### src/rtl/ocp_pkg.sv
package ocp_pkg;
  // saturating step up of the skip level
  function automatic int sat_up(input int v, input int cap);
    return (v >= cap) ? cap : v + 1;
  endfunction

  // step down with a floor of zero
  function automatic int sat_down(input int v);
    return (v > 0) ? v - 1 : 0;
  endfunction
endpackage

### src/rtl/ocp_blank_timer.sv
module ocp_blank_timer #(
  parameter int BLANK_CYCLES = 50,
  parameter int BW = $clog2(BLANK_CYCLES + 1)
) (
  input  logic clk,
  input  logic rst_n,
  input  logic restart,
  input  logic en,
  output logic fire
);
  localparam logic [BW-1:0] LIMIT = BW'(BLANK_CYCLES);

  logic [BW-1:0] cnt_q, cnt_now;
  logic          done_q, done_now;

  initial assert (BLANK_CYCLES >= 1);

  always_comb begin
    cnt_now  = restart ? '0 : cnt_q;
    done_now = restart ? 1'b0 : done_q;
    fire     = en & ~done_now & (cnt_now == LIMIT);
  end

  always_ff @(posedge clk) begin
    if (!rst_n) begin
      cnt_q  <= '0;
      done_q <= 1'b0;
    end else begin
      done_q <= done_now | fire;
      if (en && !done_now && cnt_now != LIMIT) cnt_q <= cnt_now + BW'(1);
      else                                     cnt_q <= cnt_now;
    end
  end

  // one sample per period
  p_single_sample_r3: assert property (@(posedge clk) disable iff (!rst_n)
    fire |=> !fire);
endmodule

### src/rtl/ocp_skip_ctrl.sv
module ocp_skip_ctrl #(
  parameter int MAX_SKIP = 7,
  parameter int CW = $clog2(MAX_SKIP + 1)
) (
  input  logic          clk,
  input  logic          rst_n,
  input  logic          cycle_start,
  input  logic          sample,
  input  logic          oc,
  output logic          skip_now,
  output logic          trip_now,
  output logic [CW-1:0] level
);
  import ocp_pkg::*;

  logic [CW-1:0] level_q, pend_q;
  logic          skipped_q, tripped_q;
  logic [CW-1:0] level_up, level_dn;

  always_comb begin
    skip_now = cycle_start ? (pend_q != '0) : skipped_q;
    trip_now = cycle_start ? 1'b0 : tripped_q;
    level_up = CW'(sat_up(int'(level_q), MAX_SKIP));
    level_dn = CW'(sat_down(int'(level_q)));
  end

  assign level = level_q;

  always_ff @(posedge clk) begin
    if (!rst_n) begin
      level_q   <= '0;
      pend_q    <= '0;
      skipped_q <= 1'b0;
      tripped_q <= 1'b0;
    end else begin
      if (cycle_start) begin
        skipped_q <= (pend_q != '0);
        tripped_q <= 1'b0;
        if (pend_q != '0) pend_q <= pend_q - CW'(1);
      end
      if (sample) begin
        if (oc) begin
          level_q   <= level_up;
          pend_q    <= level_up;
          tripped_q <= 1'b1;
        end else begin
          level_q   <= level_dn;
        end
      end
    end
  end

  // a fault below the cap raises the level by one
  p_level_up_r4: assert property (@(posedge clk) disable iff (!rst_n)
    (sample && oc && int'(level_q) < MAX_SKIP) |=> int'(level_q) == int'($past(level_q)) + 1);
  // a clean sample lowers a nonzero level by one
  p_level_down_r6: assert property (@(posedge clk) disable iff (!rst_n)
    (sample && !oc && level_q != '0) |=> int'(level_q) + 1 == int'($past(level_q)));
  // level moves by at most one per clock and never passes the cap
  p_level_step_r5: assert property (@(posedge clk) disable iff (!rst_n)
    (int'(level_q) - int'($past(level_q))) inside {-1, 0, 1});
  p_pend_bound_r5: assert property (@(posedge clk) disable iff (!rst_n)
    pend_q <= level_q && int'(level_q) <= MAX_SKIP);
endmodule

### src/rtl/ocp_skip_limiter.sv
module ocp_skip_limiter #(
  parameter int BLANK_CYCLES = 50,
  parameter int MAX_SKIP = 7,
  parameter int LVL_W = $clog2(MAX_SKIP + 1)
) (
  input  logic             clk,
  input  logic             rst_n,
  input  logic             cycle_start,
  input  logic             pwm_req,
  input  logic             oc_cmp,
  output logic             drive,
  output logic [LVL_W-1:0] skip_level,
  output logic             oc_active
);
  logic skip_now, trip_now, on_elig, sample_fire, oc_kill;

  ocp_skip_ctrl #(.MAX_SKIP(MAX_SKIP), .CW(LVL_W)) u_ctrl (
    .clk(clk), .rst_n(rst_n), .cycle_start(cycle_start),
    .sample(sample_fire), .oc(oc_cmp),
    .skip_now(skip_now), .trip_now(trip_now), .level(skip_level)
  );

  ocp_blank_timer #(.BLANK_CYCLES(BLANK_CYCLES)) u_blank (
    .clk(clk), .rst_n(rst_n), .restart(cycle_start),
    .en(on_elig), .fire(sample_fire)
  );

  always_comb begin
    on_elig   = pwm_req & ~skip_now & ~trip_now;
    oc_kill   = sample_fire & oc_cmp;
    drive     = on_elig & ~oc_kill;
    oc_active = skip_now | trip_now | oc_kill;
  end

  // once cut off, drive stays low until the next period
  p_cutoff_hold_r3: assert property (@(posedge clk) disable iff (!rst_n)
    oc_kill |=> (cycle_start || !drive));
  // a skipped period neither drives nor samples
  p_skip_dark_r7: assert property (@(posedge clk) disable iff (!rst_n)
    skip_now |-> (!drive && !sample_fire && oc_active));
endmodule

### config.mk
export PLATFORM = sky130hd
export DESIGN_NAME = ocp_skip_limiter
export DESIGN_NICKNAME = d
export VERILOG_FILES = /design/src/rtl/ocp_pkg.sv /design/src/rtl/ocp_blank_timer.sv /design/src/rtl/ocp_skip_ctrl.sv /design/src/rtl/ocp_skip_limiter.sv
export SDC_FILE = /design/constraint.sdc
export NUM_CORES = 1
export LEC_CHECK = 0
export BUFFER_PORTS_ARGS = -buffer_cell sky130_fd_sc_hd__buf_2
export CORE_MARGIN = 3
export CORE_UTILIZATION = 50
export DETAILED_ROUTE_END_ITERATION = 7
export PLACE_DENSITY = 0.71
export SYNTH_ARGS = -nofsm -noshare
export SYNTH_HDL_FRONTEND = slang
export SYNTH_SLANG_ARGS = --single-unit
### constraint.sdc
create_clock -name clk -period 2.4 [get_ports clk]
set_input_delay 0.12 -clock clk [delete_from_list [all_inputs] [get_ports clk]]
set_output_delay 0.12 -clock clk [all_outputs]
set_load 0.1 [all_outputs]
==> impl_summary.log, run 1 <==
INFO  metric crit_fanout = 6
INFO  metric htree_levels = 1
INFO  metric finalCriticalPeriod = 2.22 ns
INFO  metric synth_area_leaders = sky130_fd_sc_hd__dfxtp_1 30%, sky130_fd_sc_hd__ha_1 11%, sky130_fd_sc_hd__mux2i_1 5.1%
INFO  metric placement.setup.worst_slack = 0.489 ns
INFO  metric clock_insertion_delay_worst_skew = 0.28 ns
INFO  metric netlist-cell-type-count = 36
INFO  metric hold_class = in -> reg
INFO  metric gr-total-overflow = 0
INFO  metric count_of_yosys_warnings_during_synthesis = 0
INFO  metric wire_length_of_the_first_global_routing_pass = 3420 um
INFO  metric worst_clock_skew = 0.00373 ns
INFO  metric gp_weighted_congestion = 0.822
INFO  metric post_place_cells = 147
INFO  metric drv_cap = 0
INFO  metric initial_core_util = 0.549
INFO  metric floorplan.core_area = 1800 sq um
INFO  metric critical_path_arrival = 2.10 ns
INFO  metric drc_markers = 0
INFO  metric clk_root_buffer_cell = sky130_fd_sc_hd__clkbuf_4
INFO  metric report.final.setup_viol = 0
INFO  metric gr-usage-all-layers = 0.171
INFO  metric fin_nets = 141
INFO  metric worstMarginPinSlew = 0.488 ns
INFO  metric timing.final.ws_setup = 0.185 ns
INFO  metric final_layout_size_suffix_gt1_frac = 0.151
INFO  metric first_iter_violations = 6
INFO  metric power.total = 707 uW
INFO  metric antennaDiodeCount = 0
INFO  metric std_cell_rows = 15
INFO  metric post_synthesis_cell_area = 990 sq um
INFO  metric synth_largest_area_cell = sky130_fd_sc_hd__dfxtp_1
INFO  metric criticalPathCategory = reg -> out
INFO  metric synth.avg_cell_area = 8.53 sq um
INFO  metric floorplan.die_area = 2550 sq um
INFO  metric final-hold-violation-count = 0
INFO  metric stdcell_count = 151
INFO  metric detailedPlacementHpwl = 1460 um
INFO  metric worstPathRequired = 2.28 ns
INFO  metric postRouteAntennaNets = 0
INFO  metric dieWidth = 50.5 um
INFO  metric final_routed_wirelength_across_all_metal_layers = 1900 um
INFO  metric cts-hold-fix-buffers = 0
INFO  metric synth.yosys.seq_area_share = 0.303
INFO  metric path_clk_slew = 0.09 ns
INFO  metric maximum_number_of_pins_on_one_net_before_global_route_repair = 17
INFO  metric power.ir.vdd_worst = 0.000415 V
INFO  metric dr.pass1.iters = 4
INFO  metric final_max_slew_viol_count = 0
INFO  metric via_count = 868
INFO  metric ios = 10
INFO  metric port_bufs = 9
INFO  metric flop_and_latch_count_out_of_synthesis = 15
INFO  metric rsz0062_at_grt = false
INFO  metric route.detailed.vias_per_inst = 5.75
INFO  metric netlist.area_leader.share = 0.303
INFO  metric synthCells = 116
INFO  metric tritoncts_clock_tree = done
INFO  metric result_of_the_run = finished clean
INFO  metric max_freq = 0.451 GHz
INFO  metric power.density = 643 nW/um^2
INFO  metric cts_max_path_buffers = 2
INFO  metric p_leak = 0.000555 uW
INFO  metric antenna_found_initial = 0
INFO  metric relSlewSlack = 0.677
INFO  metric critical_path.startpoint_type = register
INFO  metric die_height = 50.5 um
INFO  metric post_cts_resize_count = 0
INFO  metric layout_worst_path_cycle_share = 0.923
INFO  metric vias_in_the_first_global_route = 793
INFO  metric fin_tns_setup = 0 ns
INFO  metric r2r_setup_slack = 0.65 ns
INFO  metric avgRoutedWirePerCell = 12.6 um
INFO  metric post-cts-setup-buffers = 0
INFO  metric cts-buffers-inserted = 3
INFO  metric numClockSinks = 15
INFO  metric crit_path_end_kind = primary output
INFO  metric layout-area-overhead-vs-synth = 11.0%
INFO  metric synth_fp_nets = 130
## Yosys cell counts (all sizes together)
master	number
a211oi	1
a21o	3
nor2	6
buf	1
nand2	10
o31a	1
dfxtp	15
a31oi	2
nor4	1
nor2b	5
clkbuf	3
o211ai	2
mux2i	5
o21ai	5
nand3b	1
mux2	1
o31ai	1
and3	2
o2111ai	1
inv	12
a311oi	1
a31o	2
o21bai	1
or3	1
or4	1
nand4b	1
o211a	4
nand4	1
xnor2	1
a21oi	4
a41o	1
o21a	2
ha	9
and2	1
nand3	5
nand2b	3
## layer usage
layer  part of all wire  track usage  wire length, um
met2               0.46        0.287              868
met5                  0            0                0
met3              0.025       0.0267               47
met4              0.018       0.0673               34
met1               0.50        0.218              948
## worst paths after layout
| check | startpoint | to | cells past startpoint |
|---|---|---|---|
| max | u_blank.cnt_q[1] | oc_active | 7 |
| min | oc_cmp | u_ctrl.level[0] | 3 |
| max reg2reg | u_blank.cnt_q[1] | u_ctrl.level[1] | 7 |
| min reg2reg | u_blank.cnt_q[5] | u_blank.cnt_q[5] | 2 |
## per-stage QoR
stage / instance area (sq um) / util / hold slack, ns
finish: 1100 / 0.610 / 0.181
global route: 1100 / 0.610 / 0.195
CTS: 1100 / 0.610 / 0.177
detailed placement: 1070 / 0.595 / 0.474
global placement: 1070 / 0.595 / 0.470
floorplan: 992 / - / 0.260
## final cells by class
| type | instances | area, sq um |
|---|---|---|
| sequential | 15 | 300 |
| timing repair buffer | 10 | 67.6 |
| tap | 25 | 31.3 |
| multi-input combinational | 85 | 628 |
| fill | 171 | 703 |
| inverter | 12 | 45.0 |
| clock buffer | 4 | 26.3 |
## critical path: stages, from the launching register on
cell                       delay (ns)
sky130_fd_sc_hd__dfxtp_1         0.35
sky130_fd_sc_hd__nor2b_1         0.20
sky130_fd_sc_hd__ha_1            0.18
sky130_fd_sc_hd__nand4b_1        0.19
sky130_fd_sc_hd__nor4_4          0.27
sky130_fd_sc_hd__and2_1          0.29
sky130_fd_sc_hd__a21o_1          0.16
sky130_fd_sc_hd__buf_12          0.18
## cell usage in the layout, fill, tap and decap left out, types with 2 or more instances in the layout
cell type                  instances
sky130_fd_sc_hd__nand2_1          10
sky130_fd_sc_hd__o21a_1            2
sky130_fd_sc_hd__a21o_1            3
sky130_fd_sc_hd__a21oi_1           4
sky130_fd_sc_hd__o211ai_1          2
sky130_fd_sc_hd__nor2_1            5
sky130_fd_sc_hd__a31oi_1           2
sky130_fd_sc_hd__clkbuf_4          3
sky130_fd_sc_hd__buf_2             8
sky130_fd_sc_hd__nor2b_1           5
sky130_fd_sc_hd__nand2b_1          3
sky130_fd_sc_hd__o21ai_0           5
sky130_fd_sc_hd__mux2i_1           5
sky130_fd_sc_hd__ha_1              9
sky130_fd_sc_hd__inv_1            12
sky130_fd_sc_hd__a31o_2            2
sky130_fd_sc_hd__and3_1            2
sky130_fd_sc_hd__o211a_1           4
sky130_fd_sc_hd__nand3_1           5
sky130_fd_sc_hd__dfxtp_1          15
## logic make-up (layout without fill, tap and decap cells)
family,after synthesis,after routing,share of synthesized area
AO/OA/AOI/OAI,31,31,0.229
XOR/XNOR,1,1,0.00885
multiplexers,6,6,0.0619
flip-flops,15,15,0.303
adder cells (fa/ha/maj),9,9,0.114
buffers and inverters,16,26,0.0645
AND/OR/NAND/NOR,38,38,0.219
## state kept, by name, indices dropped and copies added (netlist names)
signal,count
u_ctrl.skipped_q,1
u_ctrl.pend_q,3
u_ctrl.tripped_q,1
u_blank.done_q,1
u_blank.cnt_q,6
u_ctrl.level,3
## where the power goes
group / internal, uW / switching, uW
Combinational: 108 / 170
Clock: 64.5 / 79.6
Sequential: 273 / 11.7
(Power assumes the default switching activity.)
==> run 2, diff against run 1 <==
--- a/config.mk
+++ b/config.mk
@@ -9,7 +9,8 @@
 export CORE_MARGIN = 3
 export CORE_UTILIZATION = 50
 export DETAILED_ROUTE_END_ITERATION = 7
-export PLACE_DENSITY = 0.71
+export PLACE_DENSITY = 0.69
+export RECOVER_POWER = 100
 export SYNTH_ARGS = -nofsm -noshare
 export SYNTH_HDL_FRONTEND = slang
 export SYNTH_SLANG_ARGS = --single-unit
==> run 2 against run 1 <==
Effect of this change: clock power barely moved; die area did not move; largest power group unchanged; critical path type unchanged; sequential power barely moved; power fell by 1.7%; sequential share of layout area rose by 0.41 points; via count fell by 3.1%; worst hold slack improved by 0.0094 ns.
==> impl_summary.log, run 2 (synthesis results as in run 1) <==
INFO  metric post_cts_resize_count = 0
INFO  metric worstMarginPinSlew = 1.15 ns
INFO  metric utilization = 0.601
INFO  metric final_max_slew_viol_count = 0
INFO  metric multi_input_comb_area = 628 sq um
INFO  metric max_freq = 0.454 GHz
INFO  metric antenna_found_initial = 0
INFO  metric avgRoutedWirePerCell = 12.6 um
INFO  metric fin_nets = 141
INFO  metric dieWidth = 50.5 um
INFO  metric seq_area = 300 sq um
INFO  metric layout.filler_cells = 174
INFO  metric initial_core_util = 0.549
INFO  metric result_of_the_run = finished clean
INFO  metric critical_register_to_register_path_endpoint = u_ctrl.level[1]
INFO  metric gp_weighted_congestion = 0.793
INFO  metric route.detailed.vias_per_inst = 5.57
INFO  metric power.density = 642 nW/um^2
INFO  metric final_common_cell = sky130_fd_sc_hd__dfxtp_1
INFO  metric htree_levels = 1
INFO  metric power.ir.vdd_worst = 0.000297 V
INFO  metric final_std_cell_area_no_fill = 1080 sq um
INFO  metric critical_path_arrival = 2.08 ns
INFO  metric layout-area-overhead-vs-synth = 9.36%
INFO  metric flip_flop_count_of_the_largest_register_after_layout = 6
INFO  metric report.final.setup_viol = 0
INFO  metric placedInstanceArea = 1070 sq um
INFO  metric worstPathRequired = 2.28 ns
INFO  metric hold_path.startpoint = oc_cmp
INFO  metric p_leak = 0.000535 uW
INFO  metric worst_hold_path.endpoint = u_ctrl.level[0]
INFO  metric rsz0062_at_grt = false
INFO  metric floorplan.core_area = 1800 sq um
INFO  metric cts-buffers-inserted = 3
INFO  metric share_comb_of_total_power = 0.387
INFO  metric drc_markers = 0
INFO  metric wire_length_of_the_first_global_routing_pass = 3500 um
INFO  metric tritoncts_clock_tree = done
INFO  metric p_clk_frac = 0.203
INFO  metric std_cell_rows = 15
INFO  metric top_register = u_blank.cnt_q
INFO  metric finalCriticalPeriod = 2.20 ns
INFO  metric ios = 10
INFO  metric final_layout_size_suffix_gt1_frac = 0.119
INFO  metric final-hold-violation-count = 0
INFO  metric net_switching_fraction_of_the_power = 0.376
INFO  metric path_clk_slew = 0.09 ns
INFO  metric timing.hold.worst_path_depth = 3
INFO  metric critical_path.startpoint_type = register
INFO  metric post-cts-setup-buffers = 0
INFO  metric antennaDiodeCount = 0
INFO  metric fin_tns_setup = 0 ns
INFO  metric vias_in_the_first_global_route = 796
INFO  metric reg2reg_depth = 7
INFO  metric drv_cap = 0
INFO  metric crit_path_end_kind = primary output
INFO  metric floorplan.die_area = 2550 sq um
INFO  metric layout_common_cells = 15 x sky130_fd_sc_hd__dfxtp_1, 12 x sky130_fd_sc_hd__inv_1, 10 x sky130_fd_sc_hd__nand2_1
INFO  metric r2r_setup_slack = 0.47 ns
INFO  metric cts_max_path_buffers = 2
INFO  metric gr-usage-all-layers = 0.177
INFO  metric maximum_number_of_pins_on_one_net_before_global_route_repair = 17
INFO  metric port_bufs = 9
INFO  metric via_count = 841
INFO  metric relSlewSlack = 0.235
INFO  metric final_routed_wirelength_across_all_metal_layers = 1900 um
INFO  metric layout_worst_path_cycle_share = 0.917
INFO  metric power.net_switching = 261 uW
INFO  metric hold_class = in -> reg
INFO  metric first_iter_violations = 32
INFO  metric postRouteAntennaNets = 0
INFO  metric numClockSinks = 15
INFO  metric crit_fanout = 6
INFO  metric detailedPlacementHpwl = 1430 um
INFO  metric gr-total-overflow = 0
INFO  metric die_height = 50.5 um
INFO  metric criticalPathCategory = reg -> out
INFO  metric power_frac_seq = 0.410
INFO  metric dr.pass1.iters = 4
INFO  metric worst_clock_skew = 0.00281 ns
INFO  metric clk_root_buffer_cell = sky130_fd_sc_hd__clkbuf_4
INFO  metric clock_insertion_delay_worst_skew = 0.27 ns
INFO  metric cts-hold-fix-buffers = 0
INFO  metric worstReg2RegStart = u_blank.cnt_q[1]
INFO  metric internal-power = 433 uW
[run 2: cell count changes in the layout (fill, tap and decap cells not counted), sizes merged]
cell / previous run / this run
buf: 10 / 6
clkbuf: 4 / 8
[run 2: per-stage QoR]
stage / hold WS [ns] / total power (uW) / cells / setup WS [ns]
floorplan: 0.260 / 506 / 116 / 0.0246
global placement: 0.472 / 571 / 147 / 0.575
detailed placement: 0.476 / 575 / 147 / 0.522
CTS: 0.175 / 719 / 151 / 0.206
global route: 0.220 / 747 / 151 / 0.0145
finish: 0.191 / 695 / 151 / 0.199
[run 2: how the worst max path moves through the flow]
stage                     startpoint        end
finish              u_blank.cnt_q[1]  oc_active
global route        u_blank.cnt_q[1]  oc_active
CTS                 u_blank.cnt_q[1]  oc_active
detailed placement       cycle_start  oc_active
global placement    u_blank.cnt_q[1]  oc_active
floorplan                cycle_start  oc_active
[run 2: layer usage]
metal	GRT usage	routed length [um]	vias to the layer above
li1	-	-	434
met1	0.241	956	383
met2	0.274	828	22
met3	0.0267	100	2
met4	0.0762	14	0
met5	0	0	-
[run 2: worst max-delay path, stage by stage (launching register included)]
cell and delay (ns):
sky130_fd_sc_hd__dfxtp_1 0.35, sky130_fd_sc_hd__nor2b_1 0.20, sky130_fd_sc_hd__ha_1 0.17, sky130_fd_sc_hd__nand4b_1 0.18
sky130_fd_sc_hd__nor4_4 0.26, sky130_fd_sc_hd__and2_1 0.29, sky130_fd_sc_hd__a21o_1 0.13, sky130_fd_sc_hd__buf_6 0.22
[run 2: final cells by class]
cell class	instances	share of cell area
Clock buffer	4	0.0243
Inverter	12	0.0416
Multi-Input combinational cell	85	0.580
Sequential cell	15	0.277
Tap cell	25	0.0289
Timing Repair Buffer	10	0.0474
[run 2: power groups by stage]
| stage | logic (uW) | clock network [uW] | registers (uW) |
|---|---|---|---|
| finish | 269 | 141 | 285 |
| global route | 301 | 158 | 288 |
| floorplan | 218 | 0 | 288 |
| detailed placement | 285 | 0 | 291 |
| global placement | 282 | 0 | 290 |
| CTS | 285 | 149 | 285 |
